File: src/rtl/ecc_log_pkg.sv
package ecc_log_pkg;
   localparam int OFF_W = 8;
   localparam int DATA_W = 32;

   localparam logic [OFF_W-1:0] OFF_KEY  = 8'h00;
   localparam logic [OFF_W-1:0] OFF_CFG  = 8'h04;
   localparam logic [OFF_W-1:0] OFF_CTRL = 8'h50;
   localparam logic [OFF_W-1:0] OFF_UEA  = 8'h58;
   localparam logic [OFF_W-1:0] OFF_CEA  = 8'h5C;

   localparam logic [DATA_W-1:0] UNLOCK_WORD = 32'hFC60_0309;

   localparam int CLR_POS   = 31;
   localparam int CE_LSB    = 16;
   localparam int CE_FIELD  = 8;
   localparam int UE_LSB    = 12;
   localparam int UE_FIELD  = 4;
   localparam int EN_W      = 2;
endpackage

File: src/rtl/ecc_log_keylock.sv
module ecc_log_keylock #(
   parameter int             DW  = 32,
   parameter logic [DW-1:0]  KEY = '1
) (
   input  logic          clk,
   input  logic          rst_n,
   input  logic          key_wr,
   input  logic [DW-1:0] key_val,
   output logic          open_q
);
   localparam logic [DW-1:0] RELOCK = ~KEY;

   always_ff @(posedge clk or negedge rst_n) begin
      if (!rst_n) begin
         open_q <= 1'b0;
      end else if (key_wr) begin
         if (key_val == KEY)
            open_q <= 1'b1;
         else if (key_val == RELOCK)
            open_q <= 1'b0;
      end
   end

   // lock state moves only on a key write
   assert_lock_hold_R2: assert property (@(posedge clk) disable iff (!rst_n)
      !key_wr |=> $stable(open_q));
   // a wrong value never changes the lock
   assert_lock_junk_R2: assert property (@(posedge clk) disable iff (!rst_n)
      (key_wr && key_val != KEY && key_val != RELOCK) |=> $stable(open_q));
endmodule

File: src/rtl/ecc_log_satcnt.sv
module ecc_log_satcnt #(
   parameter int W = 8
) (
   input  logic         clk,
   input  logic         rst_n,
   input  logic         clr,
   input  logic         inc,
   output logic [W-1:0] cnt_q
);
   localparam logic [W-1:0] TOP = {W{1'b1}};

   if (W < 1) begin : g_bad_width
      $error("ecc_log_satcnt: W must be at least 1");
   end

   always_ff @(posedge clk or negedge rst_n) begin
      if (!rst_n)
         cnt_q <= '0;
      else if (clr)
         cnt_q <= '0;
      else if (inc && cnt_q != TOP)
         cnt_q <= cnt_q + 1'b1;
   end

   // full counter stays full
   assert_cnt_sat_R5_R6: assert property (@(posedge clk) disable iff (!rst_n)
      (inc && !clr && cnt_q == TOP) |=> cnt_q == TOP);
   // below the top, one step per event
   assert_cnt_step_R5_R6: assert property (@(posedge clk) disable iff (!rst_n)
      (inc && !clr && cnt_q != TOP) |=> cnt_q == $past(cnt_q) + 1'b1);
   // clear empties the counter
   assert_cnt_clr_R10: assert property (@(posedge clk) disable iff (!rst_n)
      clr |=> cnt_q == '0);
endmodule

File: src/rtl/ecc_log_addrcap.sv
module ecc_log_addrcap #(
   parameter int AW         = 32,
   parameter bit KEEP_FIRST = 1'b0
) (
   input  logic          clk,
   input  logic          rst_n,
   input  logic          clr,
   input  logic          hit,
   input  logic [AW-1:0] addr_in,
   output logic [AW-1:0] addr_q
);
   if (KEEP_FIRST) begin : g_first
      logic held_q;
      always_ff @(posedge clk or negedge rst_n) begin
         if (!rst_n) begin
            held_q <= 1'b0;
            addr_q <= '0;
         end else if (clr) begin
            held_q <= 1'b0;
         end else if (hit && !held_q) begin
            held_q <= 1'b1;
            addr_q <= addr_in;
         end
      end
      // once an address is held, later events leave it
      assert_first_kept_R7: assert property (@(posedge clk) disable iff (!rst_n)
         (held_q && !clr) |=> $stable(addr_q));
   end else begin : g_last
      always_ff @(posedge clk or negedge rst_n) begin
         if (!rst_n)
            addr_q <= '0;
         else if (hit && !clr)
            addr_q <= addr_in;
      end
      // every accepted event lands its address
      assert_last_taken_R8: assert property (@(posedge clk) disable iff (!rst_n)
         (hit && !clr) |=> addr_q == $past(addr_in));
   end

   // events during clear are discarded
   assert_clr_discard_R10: assert property (@(posedge clk) disable iff (!rst_n)
      clr |=> $stable(addr_q));
endmodule

File: src/rtl/ecc_err_log.sv
module ecc_err_log
   import ecc_log_pkg::*;
#(
   parameter int             ADDR_W    = 32,
   parameter int             CE_CNT_W  = 8,
   parameter int             UE_CNT_W  = 4,
   parameter logic [31:0]    KEY       = UNLOCK_WORD
) (
   input  logic              clk,
   input  logic              rst_n,
   input  logic              ce_hit,
   input  logic [ADDR_W-1:0] ce_addr,
   input  logic              ue_hit,
   input  logic [ADDR_W-1:0] ue_addr,
   input  logic              bus_wr,
   input  logic [7:0]        bus_off,
   input  logic [31:0]       bus_wdata,
   output logic [31:0]       bus_rdata,
   output logic              irq
);
   if (ADDR_W < 1 || ADDR_W > DATA_W) begin : g_bad_aw
      $error("ecc_err_log: ADDR_W must be 1..32");
   end
   if (CE_CNT_W < 1 || CE_CNT_W > CE_FIELD) begin : g_bad_ce
      $error("ecc_err_log: CE_CNT_W exceeds its field");
   end
   if (UE_CNT_W < 1 || UE_CNT_W > UE_FIELD) begin : g_bad_ue
      $error("ecc_err_log: UE_CNT_W exceeds its field");
   end

   logic                unlocked;
   logic [DATA_W-1:0]   cfg_q;
   logic [EN_W-1:0]     en_q;
   logic                clr_q;
   logic [CE_CNT_W-1:0] ce_cnt;
   logic [UE_CNT_W-1:0] ue_cnt;
   logic [ADDR_W-1:0]   ce_addr_q;
   logic [ADDR_W-1:0]   ue_addr_q;
   logic                wr_key, wr_cfg, wr_ctrl;

   assign wr_key  = bus_wr && (bus_off == OFF_KEY);
   assign wr_cfg  = bus_wr && unlocked && (bus_off == OFF_CFG);
   assign wr_ctrl = bus_wr && unlocked && (bus_off == OFF_CTRL);

   ecc_log_keylock #(.DW(DATA_W), .KEY(KEY)) u_lock (
      .clk     (clk),
      .rst_n   (rst_n),
      .key_wr  (wr_key),
      .key_val (bus_wdata),
      .open_q  (unlocked)
   );

   always_ff @(posedge clk or negedge rst_n) begin
      if (!rst_n) begin
         cfg_q <= '0;
         en_q  <= '0;
         clr_q <= 1'b0;
      end else begin
         if (wr_cfg)
            cfg_q <= bus_wdata;
         if (wr_ctrl) begin
            en_q  <= bus_wdata[EN_W-1:0];
            clr_q <= bus_wdata[CLR_POS];
         end
      end
   end

   ecc_log_satcnt #(.W(CE_CNT_W)) u_ce_cnt (
      .clk (clk), .rst_n (rst_n), .clr (clr_q), .inc (ce_hit), .cnt_q (ce_cnt)
   );
   ecc_log_satcnt #(.W(UE_CNT_W)) u_ue_cnt (
      .clk (clk), .rst_n (rst_n), .clr (clr_q), .inc (ue_hit), .cnt_q (ue_cnt)
   );

   ecc_log_addrcap #(.AW(ADDR_W), .KEEP_FIRST(1'b0)) u_ce_addr (
      .clk (clk), .rst_n (rst_n), .clr (clr_q), .hit (ce_hit),
      .addr_in (ce_addr), .addr_q (ce_addr_q)
   );
   ecc_log_addrcap #(.AW(ADDR_W), .KEEP_FIRST(1'b1)) u_ue_addr (
      .clk (clk), .rst_n (rst_n), .clr (clr_q), .hit (ue_hit),
      .addr_in (ue_addr), .addr_q (ue_addr_q)
   );

   always_comb begin
      bus_rdata = '0;
      unique case (bus_off)
         OFF_KEY:  bus_rdata[0] = unlocked;
         OFF_CFG:  bus_rdata = cfg_q;
         OFF_CTRL: begin
            bus_rdata[CLR_POS]               = clr_q;
            bus_rdata[CE_LSB +: CE_CNT_W]    = ce_cnt;
            bus_rdata[UE_LSB +: UE_CNT_W]    = ue_cnt;
            bus_rdata[EN_W-1:0]              = en_q;
         end
         OFF_UEA:  bus_rdata[ADDR_W-1:0] = ue_addr_q;
         OFF_CEA:  bus_rdata[ADDR_W-1:0] = ce_addr_q;
         default:  bus_rdata = '0;
      endcase
   end

   assign irq = (|en_q) && ((|ce_cnt) || (|ue_cnt));

   // locked writes leave configuration and control alone
   assert_locked_cfg_R3: assert property (@(posedge clk) disable iff (!rst_n)
      (bus_wr && !unlocked && bus_off == OFF_CFG) |=> $stable(cfg_q));
   assert_locked_ctrl_R3: assert property (@(posedge clk) disable iff (!rst_n)
      (bus_wr && !unlocked && bus_off == OFF_CTRL) |=> ($stable(en_q) && $stable(clr_q)));
   // a held clear keeps the interrupt low
   assert_clr_quiet_R10: assert property (@(posedge clk) disable iff (!rst_n)
      (clr_q && $past(clr_q)) |-> !irq);
endmodule

File: config.mk
export PLATFORM = sky130hd
export DESIGN_NAME = ecc_err_log
export DESIGN_NICKNAME = d
export VERILOG_FILES = /design/src/rtl/ecc_log_pkg.sv /design/src/rtl/ecc_log_keylock.sv /design/src/rtl/ecc_log_satcnt.sv /design/src/rtl/ecc_log_addrcap.sv /design/src/rtl/ecc_err_log.sv
export SDC_FILE = /design/constraint.sdc
export NUM_CORES = 1
export LEC_CHECK = 0
export ABC_AREA = 1
export ABC_CLOCK_PERIOD_IN_PS = 1400
export BUFFER_PORTS_ARGS = -buffer_cell sky130_fd_sc_hd__buf_2
export CELL_PAD_IN_SITES_DETAIL_PLACEMENT = 1
export CELL_PAD_IN_SITES_GLOBAL_PLACEMENT = 1
export CORE_ASPECT_RATIO = 0.6
export CORE_MARGIN = 4
export CORE_UTILIZATION = 30
export CTS_CLUSTER_SIZE = 10
export DETAILED_ROUTE_END_ITERATION = 6
export PLACE_DENSITY_LB_ADDON = 0.1
export SYNTH_ARGS = -nofsm -noshare
export SYNTH_HDL_FRONTEND = slang
export SYNTH_SLANG_ARGS = --single-unit
File: constraint.sdc
create_clock -name clk -period 1.4 [get_ports clk]
set_input_delay 0.28 -clock clk [delete_from_list [all_inputs] [get_ports clk]]
set_output_delay 0.28 -clock clk [all_outputs]
set_load 0.02 [all_outputs]
==> results of run 1 <==
-- cell type report --
| cell class | count | area [µm²] |
|---|---|---|
| Clock buffer | 19 | 443 |
| Clock inverter | 13 | 138 |
| Fill cell | 2204 | 10100 |
| Inverter | 58 | 249 |
| Multi-Input combinational cell | 490 | 2640 |
| Sequential cell | 113 | 2830 |
| Tap cell | 240 | 300 |
| Timing Repair Buffer | 206 | 1570 |
-- power breakdown --
part	total, W	leakage [nW]	switching, W	internal, W
Clock	0.00429	0.267	0.00163	0.00266
Combinational	0.00132	2.52	0.000729	0.000586
Sequential	0.00383	1.38	0.000278	0.00355
Total	0.00944	4.16	0.00264	0.00680
-- kinds of logic (layout without fill, tap and decap cells) --
kind of cell / Yosys count / count (layout) / synth area share (%)
AND/OR/NAND/NOR: 385 / 385 / 29.0
buffers and inverters: 89 / 296 / 6.38
XOR/XNOR: 2 / 2 / 0.311
flip-flops: 113 / 113 / 50.2
adder cells (fa/ha/maj): 4 / 4 / 0.889
AO/OA/AOI/OAI: 67 / 67 / 6.78
multiplexers: 32 / 32 / 6.40
-- state kept, by name, summed over array words and instances, names as in the netlist --
name	cells
en_q	2
u_ce_addr.addr_q	32
u_ue_cnt.cnt_q	4
u_ce_cnt.cnt_q	8
u_lock.open_q	1
cfg_q	32
clr_q	1
u_ue_addr.g_first.held_q	1
u_ue_addr.addr_q	32
-- per-layer routing --
metal	up-vias	wire length, µm	part of all wire, %
met3	17	1060	4.8
met4	0	222	1.0
met2	133	9320	42
met5	-	0	0
met1	2756	11600	52
li1	2648	-	-
-- cell usage after synthesis (all sizes together) --
cell / n / area (µm²)
nor2: 44 / 175
nand4: 19 / 119
nand3b: 2 / 15.0
buf: 14 / 77.6
mux2: 32 / 360
o21ai: 45 / 225
nand3: 79 / 395
a21oi: 3 / 15.0
inv: 58 / 218
o211ai: 17 / 128
clkbuf: 17 / 63.8
ha: 4 / 50.1
dfrtp: 113 / 2830
nand2: 233 / 877
a21boi: 1 / 7.51
nor3: 8 / 50.1
xor2: 2 / 17.5
a31oi: 1 / 6.26
-- worst min-delay path, stage by stage --
cell and delay, ns:
buf_2 0.07, nand2_1 0.04, nand2_1 0.05
-- path summary, 6_finish.rpt --
path | startpoint | end | slack [ns] | depth (start not counted)
max in group asynchronous | rst_n | u_ue_cnt.cnt_q[0]$_DFFE_PN0P_ | 0.50 | 3
hold / removal | ce_addr[6] | u_ce_addr.addr_q[6]$_DFFE_PN0P_ | 0.07 | 3
setup / recovery | bus_off[0] | bus_rdata[24] | -0.39 | 8
min in group asynchronous | rst_n | u_ce_addr.addr_q[25]$_DFFE_PN0P_ | 0.35 | 2
setup reg to reg | u_ce_cnt.cnt_q[1]$_DFFE_PN0P_ | u_ce_cnt.cnt_q[5]$_DFFE_PN0P_ | -0.15 | 10
hold reg to reg | u_ce_addr.addr_q[10]$_DFFE_PN0P_ | u_ce_addr.addr_q[10]$_DFFE_PN0P_ | 0.48 | 2
-- what timing repair did --
item                                    4_1_cts  5_1_grt
hold buffers                                  1        0
cloned                                        1        0
endpoints found under the setup margin       40       70
gates resized for setup                      93       20
pin swaps                                    31       12
buffers inserted                              5        1
endpoints found under the hold margin        20        0
-- per-stage QoR --
| stage | instance area, µm² | setup slack [ns] | hold slack [ns] |
|---|---|---|---|
| 4_1_cts | 8100 | -0.382 | 0.0572 |
| 5_1_grt | 8180 | -0.448 | 0.0617 |
| 6_report | 8180 | -0.393 | 0.0687 |
| 2_1_floorplan | 5740 | -0.110 | -0.0156 |
| 3_5_place_dp | 7160 | -0.462 | 0.250 |
| 3_3_place_gp | 7160 | -0.460 | 0.246 |
==> out/qor.txt, run 1 <==
Max-cap violations - 0
Yosys warns - 0
Layout cells sized above 1 - 35.3%
Effective utilization at floorplan - 30.8%
FMAX - 558 MHz
Least-Margin Pin Slew - 0.440 ns
DPL Wire Length - 17,100 µm
Floorplan Core Area - 0.0183 mm²
Met1 usage - 33.7%
Busiest grt layer - met1
CTS tree - built
WP data arrival - 1.51 ns
Vias - 5,554
Tmin final - 1.79 ns
DR pass1 iterations - 5
Final non-filler cell total - 1,139
Total routed wirelength - 22,200 µm
GR Overflow Total - 0
Clk_lat worst skew - 0.42 ns
Most common cell after layout, fill and taps aside - nand2_1
Post-DRT Antenna Nets - 0
Pwr per Cell Area - 1150 mW/mm²
Clock sinks - 113
Most frequent CP cell - nand2_8
Post-synth cell types - 26
Routed WL per cell - 19.5 µm
Peak supply drop - 0.917 mV
Vias in the first global route - 6,025
Met3 usage - 4.98%
Syn_nets - 805
Port Buf Inserts - 141
Root Buffer - clkbuf_16
Die extent in x - 185 µm
Residual DRC - 0
Capturing element type of the critical path - primary output
Clk slew on worst S/H paths - 0.06 ns
Max_slew headroom - 70.7%
Antenna violations before repair - 0
I/O Pins - 142
Final nets - 999
Post-synthesis cell area - 0.00563 mm²
Lkg Pwr - 4.16 nW
Total GRT Usage - 21.6%
# placed instances - 1,099
Family with the most delay on the worst path - buffers and inverters
Startpoint class of the critical path - input port
RSZ-0062 raised after global routing - yes
Final setup viols - 41
Buffers & Inverters on Critical Path - 4
Post-Syn Instances - 692
Vias per cell - 4.88
Setup TNS - -11.78 ns
Status - complete, but fails checks
CP required - 1.12 ns
Area grow syn2layout - 45.3%
First DRT Iteration DRCs - 370
Post-synthesis sequential area ratio - 50.2%
Die Ht - 114 µm
Final Hold Fails - 0
Slowest-stage cell, CP - nor3_4
Num CTS Buffers - 17
GRT met2 Usage - 30.5%
Pin count of the biggest net entering global routing - 36
Ant diodes - 0
Seq cells post-synth - 113
Final period util - 128%
Failing checks - negative setup slack
Hold Crit Class - input port to flop
H-tree Lvls - 4
PnR worst setup slack - -0.393 ns
Total power - 0.00944 W
Fin. max-slew vios - 0
Post-Syn Area per Cell - 8.13 µm²
Worst path max stage delay - 0.29 ns
Final Util - 44.8%
CP max FO - 5
Critical path class - input port to primary output
CTS max path bufs - 2
RD Place Congestion - 0.876
Global-route wire length before repair - 34,700 µm
Commonest cells after routing, fill and taps aside - 211 x nand2_1, 111 x dfrtp_1, 101 x buf_2
Std-Cell Rows - 38
Final Skew - 0.0113 ns
Cell Chain, Critical Path - buf_8 > inv_8 > nand2_8 > nor3_4 > nand2_8 > buf_6 > o211ai_1 > buf_4
Die ar. - 0.0211 mm²
Note: power is estimated with default switching activity, not from simulation.
==> run 2: changes to the inputs <==
--- a/config.mk
+++ b/config.mk
@@ -6,16 +6,18 @@
 export NUM_CORES = 1
 export LEC_CHECK = 0
 export ABC_AREA = 1
-export ABC_CLOCK_PERIOD_IN_PS = 1400
+export ABC_CLOCK_PERIOD_IN_PS = 2100
 export BUFFER_PORTS_ARGS = -buffer_cell sky130_fd_sc_hd__buf_2
 export CELL_PAD_IN_SITES_DETAIL_PLACEMENT = 1
 export CELL_PAD_IN_SITES_GLOBAL_PLACEMENT = 1
 export CORE_ASPECT_RATIO = 0.6
 export CORE_MARGIN = 4
 export CORE_UTILIZATION = 30
+export CTS_CLUSTER_DIAMETER = 80
 export CTS_CLUSTER_SIZE = 10
 export DETAILED_ROUTE_END_ITERATION = 6
 export PLACE_DENSITY_LB_ADDON = 0.1
+export SKIP_LAST_GASP = 1
 export SYNTH_ARGS = -nofsm -noshare
 export SYNTH_HDL_FRONTEND = slang
 export SYNTH_SLANG_ARGS = --single-unit
==> constraint.sdc (replaced) <==
create_clock -name clk -period 2.1 [get_ports clk]
set_input_delay 0.42 -clock clk [delete_from_list [all_inputs] [get_ports clk]]
set_output_delay 0.42 -clock clk [all_outputs]
set_load 0.02 [all_outputs]
==> run 2 against run 1 <==
The run now ends clean. Register-to-register slack improved by 0.42 ns. Wire length up 1.4%. Combinational power shrank 43%. Critical path type unchanged. Clock skew increased by 0.0023 ns. Global-route usage increased by 0.066 points. Total power decreased by 31%. Sequential share of layout area rose by 2.0 points.
==> out/qor.txt, run 2 (synthesis gave the netlist of run 1 again) <==
Status - finished clean
Total power - 0.00649 W
Worst path max stage delay - 0.27 ns
Root Buffer - clkbuf_16
R2R depth - 9
Total routed wirelength - 22,500 µm
CP required - 1.68 ns
Fin. max-slew vios - 0
Lkg Pwr - 3.96 nW
Num CTS Buffers - 17
Antenna violations before repair - 1
Top Registers - cfg_q x32, u_ce_addr.addr_q x32, u_ue_addr.addr_q x32
Clk_lat worst skew - 0.42 ns
Port Buf Inserts - 141
Setup TNS - 0 ns
Layout cells sized above 1 - 30.6%
Commonest cells after routing, fill and taps aside - 231 x nand2_1, 119 x buf_2, 113 x dfrtp_1
Std-Cell Rows - 38
Net Switching - 0.00178 W
Part of the power in registers - 39.3%
Slowest-stage cell, CP - o211ai_1
Final nets - 973
Buffers & Inverters on Critical Path - 5
Final setup viols - 0
GR Overflow Total - 0
FMAX - 485 MHz
Ant diodes - 0
DR pass1 iterations - 4
DPL Wire Length - 16,600 µm
Vias per cell - 5.00
Vias - 5,569
Post-DRT Antenna Nets - 0
Logic pwr share - 11.5%
Int Pwr - 0.00471 W
First DRT Iteration DRCs - 368
CTS max path bufs - 2
Tmin final - 2.06 ns
Net switching fraction of the power - 27.4%
Fillers - 2,171
Routed WL per cell - 20.2 µm
Capturing element type of the critical path - primary output
CTS tree - built
Worst R2R Start - u_ce_cnt.cnt_q[0]$_DFFE_PN0P_
Final Util - 42.3%
Least-Margin Pin Slew - 0.651 ns
Residual DRC - 0
FF-to-FF setup slack - 0.27 ns
Effective utilization at floorplan - 30.8%
Critical path class - input port to primary output
Most common cell after layout, fill and taps aside - nand2_1
Hold Crit Class - input port to async pin
Vias in the first global route - 5,926
Die Ht - 114 µm
RD Place Congestion - 0.855
Clock share of power - 49.2%
Clock sinks - 113
Peak supply drop - 0.590 mV
Pwr per Cell Area - 840 mW/mm²
Final period util - 98.1%
Max-cap violations - 0
Final Hold Fails - 0
Post-route cell area - 0.00773 mm²
Floorplan Core Area - 0.0183 mm²
Cell Chain, Critical Path - buf_6 > inv_2 > nand2_2 > buf_4 > nor3_4 > nand2_2 > buf_12 > o211ai_1 > buf_4
Area grow syn2layout - 37.3%
Pin count of the biggest net entering global routing - 114
Final hold slack - 0.0532 ns
H-tree Lvls - 4
Die extent in x - 185 µm
WP data arrival - 1.64 ns
Total GRT Usage - 21.7%
CP max FO - 18
Family with the most delay on the worst path - buffers and inverters
Global-route wire length before repair - 34,400 µm
Final Skew - 0.0137 ns
Startpoint class of the critical path - input port
Max_slew headroom - 56.6%
RSZ-0062 raised after global routing - yes
Reg-to-reg endpoint - u_ce_cnt.cnt_q[1]$_DFFE_PN0P_
Die ar. - 0.0211 mm²
Clk slew on worst S/H paths - 0.06 ns
I/O Pins - 142
Area after DPL - 0.00682 mm²
==> run 2: cell count changes in the layout (fill, tap and decap cells not counted), moves of 12 or more <==
cell / before / now
buf_4: 67 / 42
buf_6: 21 / 9
nand2_1: 211 / 231
buf_2: 101 / 119
nand2_2: 16 / 2
==> run 2: routing by layer <==
metal / global-route usage [%] / vias to the layer above / share of wire [%]
met5: 0 / - / 0
met4: 4.69 / 0 / 0.85
met3: 6.13 / 15 / 6.8
met2: 30.7 / 170 / 42
met1: 32.9 / 2779 / 50
li1: - / 2605 / -
==> run 2: worst max-delay path by stage <==
stage                     to  slack [ns]  cells after the start        from
2_1_floorplan  bus_rdata[10]        0.24                      6  bus_off[0]
3_3_place_gp   bus_rdata[11]       -0.09                      9  bus_off[0]
3_5_place_dp   bus_rdata[11]       -0.13                      9  bus_off[0]
4_1_cts        bus_rdata[14]      -0.009                     10  bus_off[0]
5_1_grt        bus_rdata[24]       -0.04                      9  bus_off[1]
6_report       bus_rdata[24]        0.04                      9  bus_off[1]
==> run 2: final cells by class <==
| cell class | instances | area, µm² | area share, % |
|---|---|---|---|
| flip-flops and latches | 113 | 2830 | 36.6 |
| multi-input cells | 490 | 2520 | 32.7 |
| repair buffers | 180 | 1220 | 15.8 |
| clock buffers | 18 | 439 | 5.68 |
| well taps | 240 | 300 | 3.89 |
| inverters | 58 | 218 | 2.82 |
| clock inverters | 14 | 203 | 2.62 |
==> run 2: stage by stage <==
step	setup WS [ns]	cells
detailed placement	-0.133	1073
floorplan	0.240	692
global placement	-0.0869	1073
CTS	-0.00939	1110
global route	-0.0436	1113
finish	0.0391	1113
==> run 2: power groups by stage <==
stage	Sequential [W]	Combinational [W]	Clock [W]
4_1_cts	0.00255	0.000712	0.00323
5_1_grt	0.00258	0.000845	0.00336
2_1_floorplan	0.00251	0.000353	0
3_3_place_gp	0.00257	0.000632	0
6_report	0.00255	0.000750	0.00319
3_5_place_dp	0.00258	0.000677	0
==> run 2: what timing repair did <==
action	in CTS	in global routing
pin swaps	12	10
hold buffers	0	0
setup endpoints to repair	19	33
cloned	1	1
buffers inserted	4	2
resized for setup	29	23
==> run 2: worst register-to-register path, stage by stage, from the launching register on <==
cell     delay, ns
dfrtp_1       0.39
buf_4         0.16
ha_1          0.21
nand2_1       0.10
inv_1         0.11
nand4_1       0.17
inv_1         0.06
nor2_1        0.33
nand2_1       0.08
o21ai_0       0.11
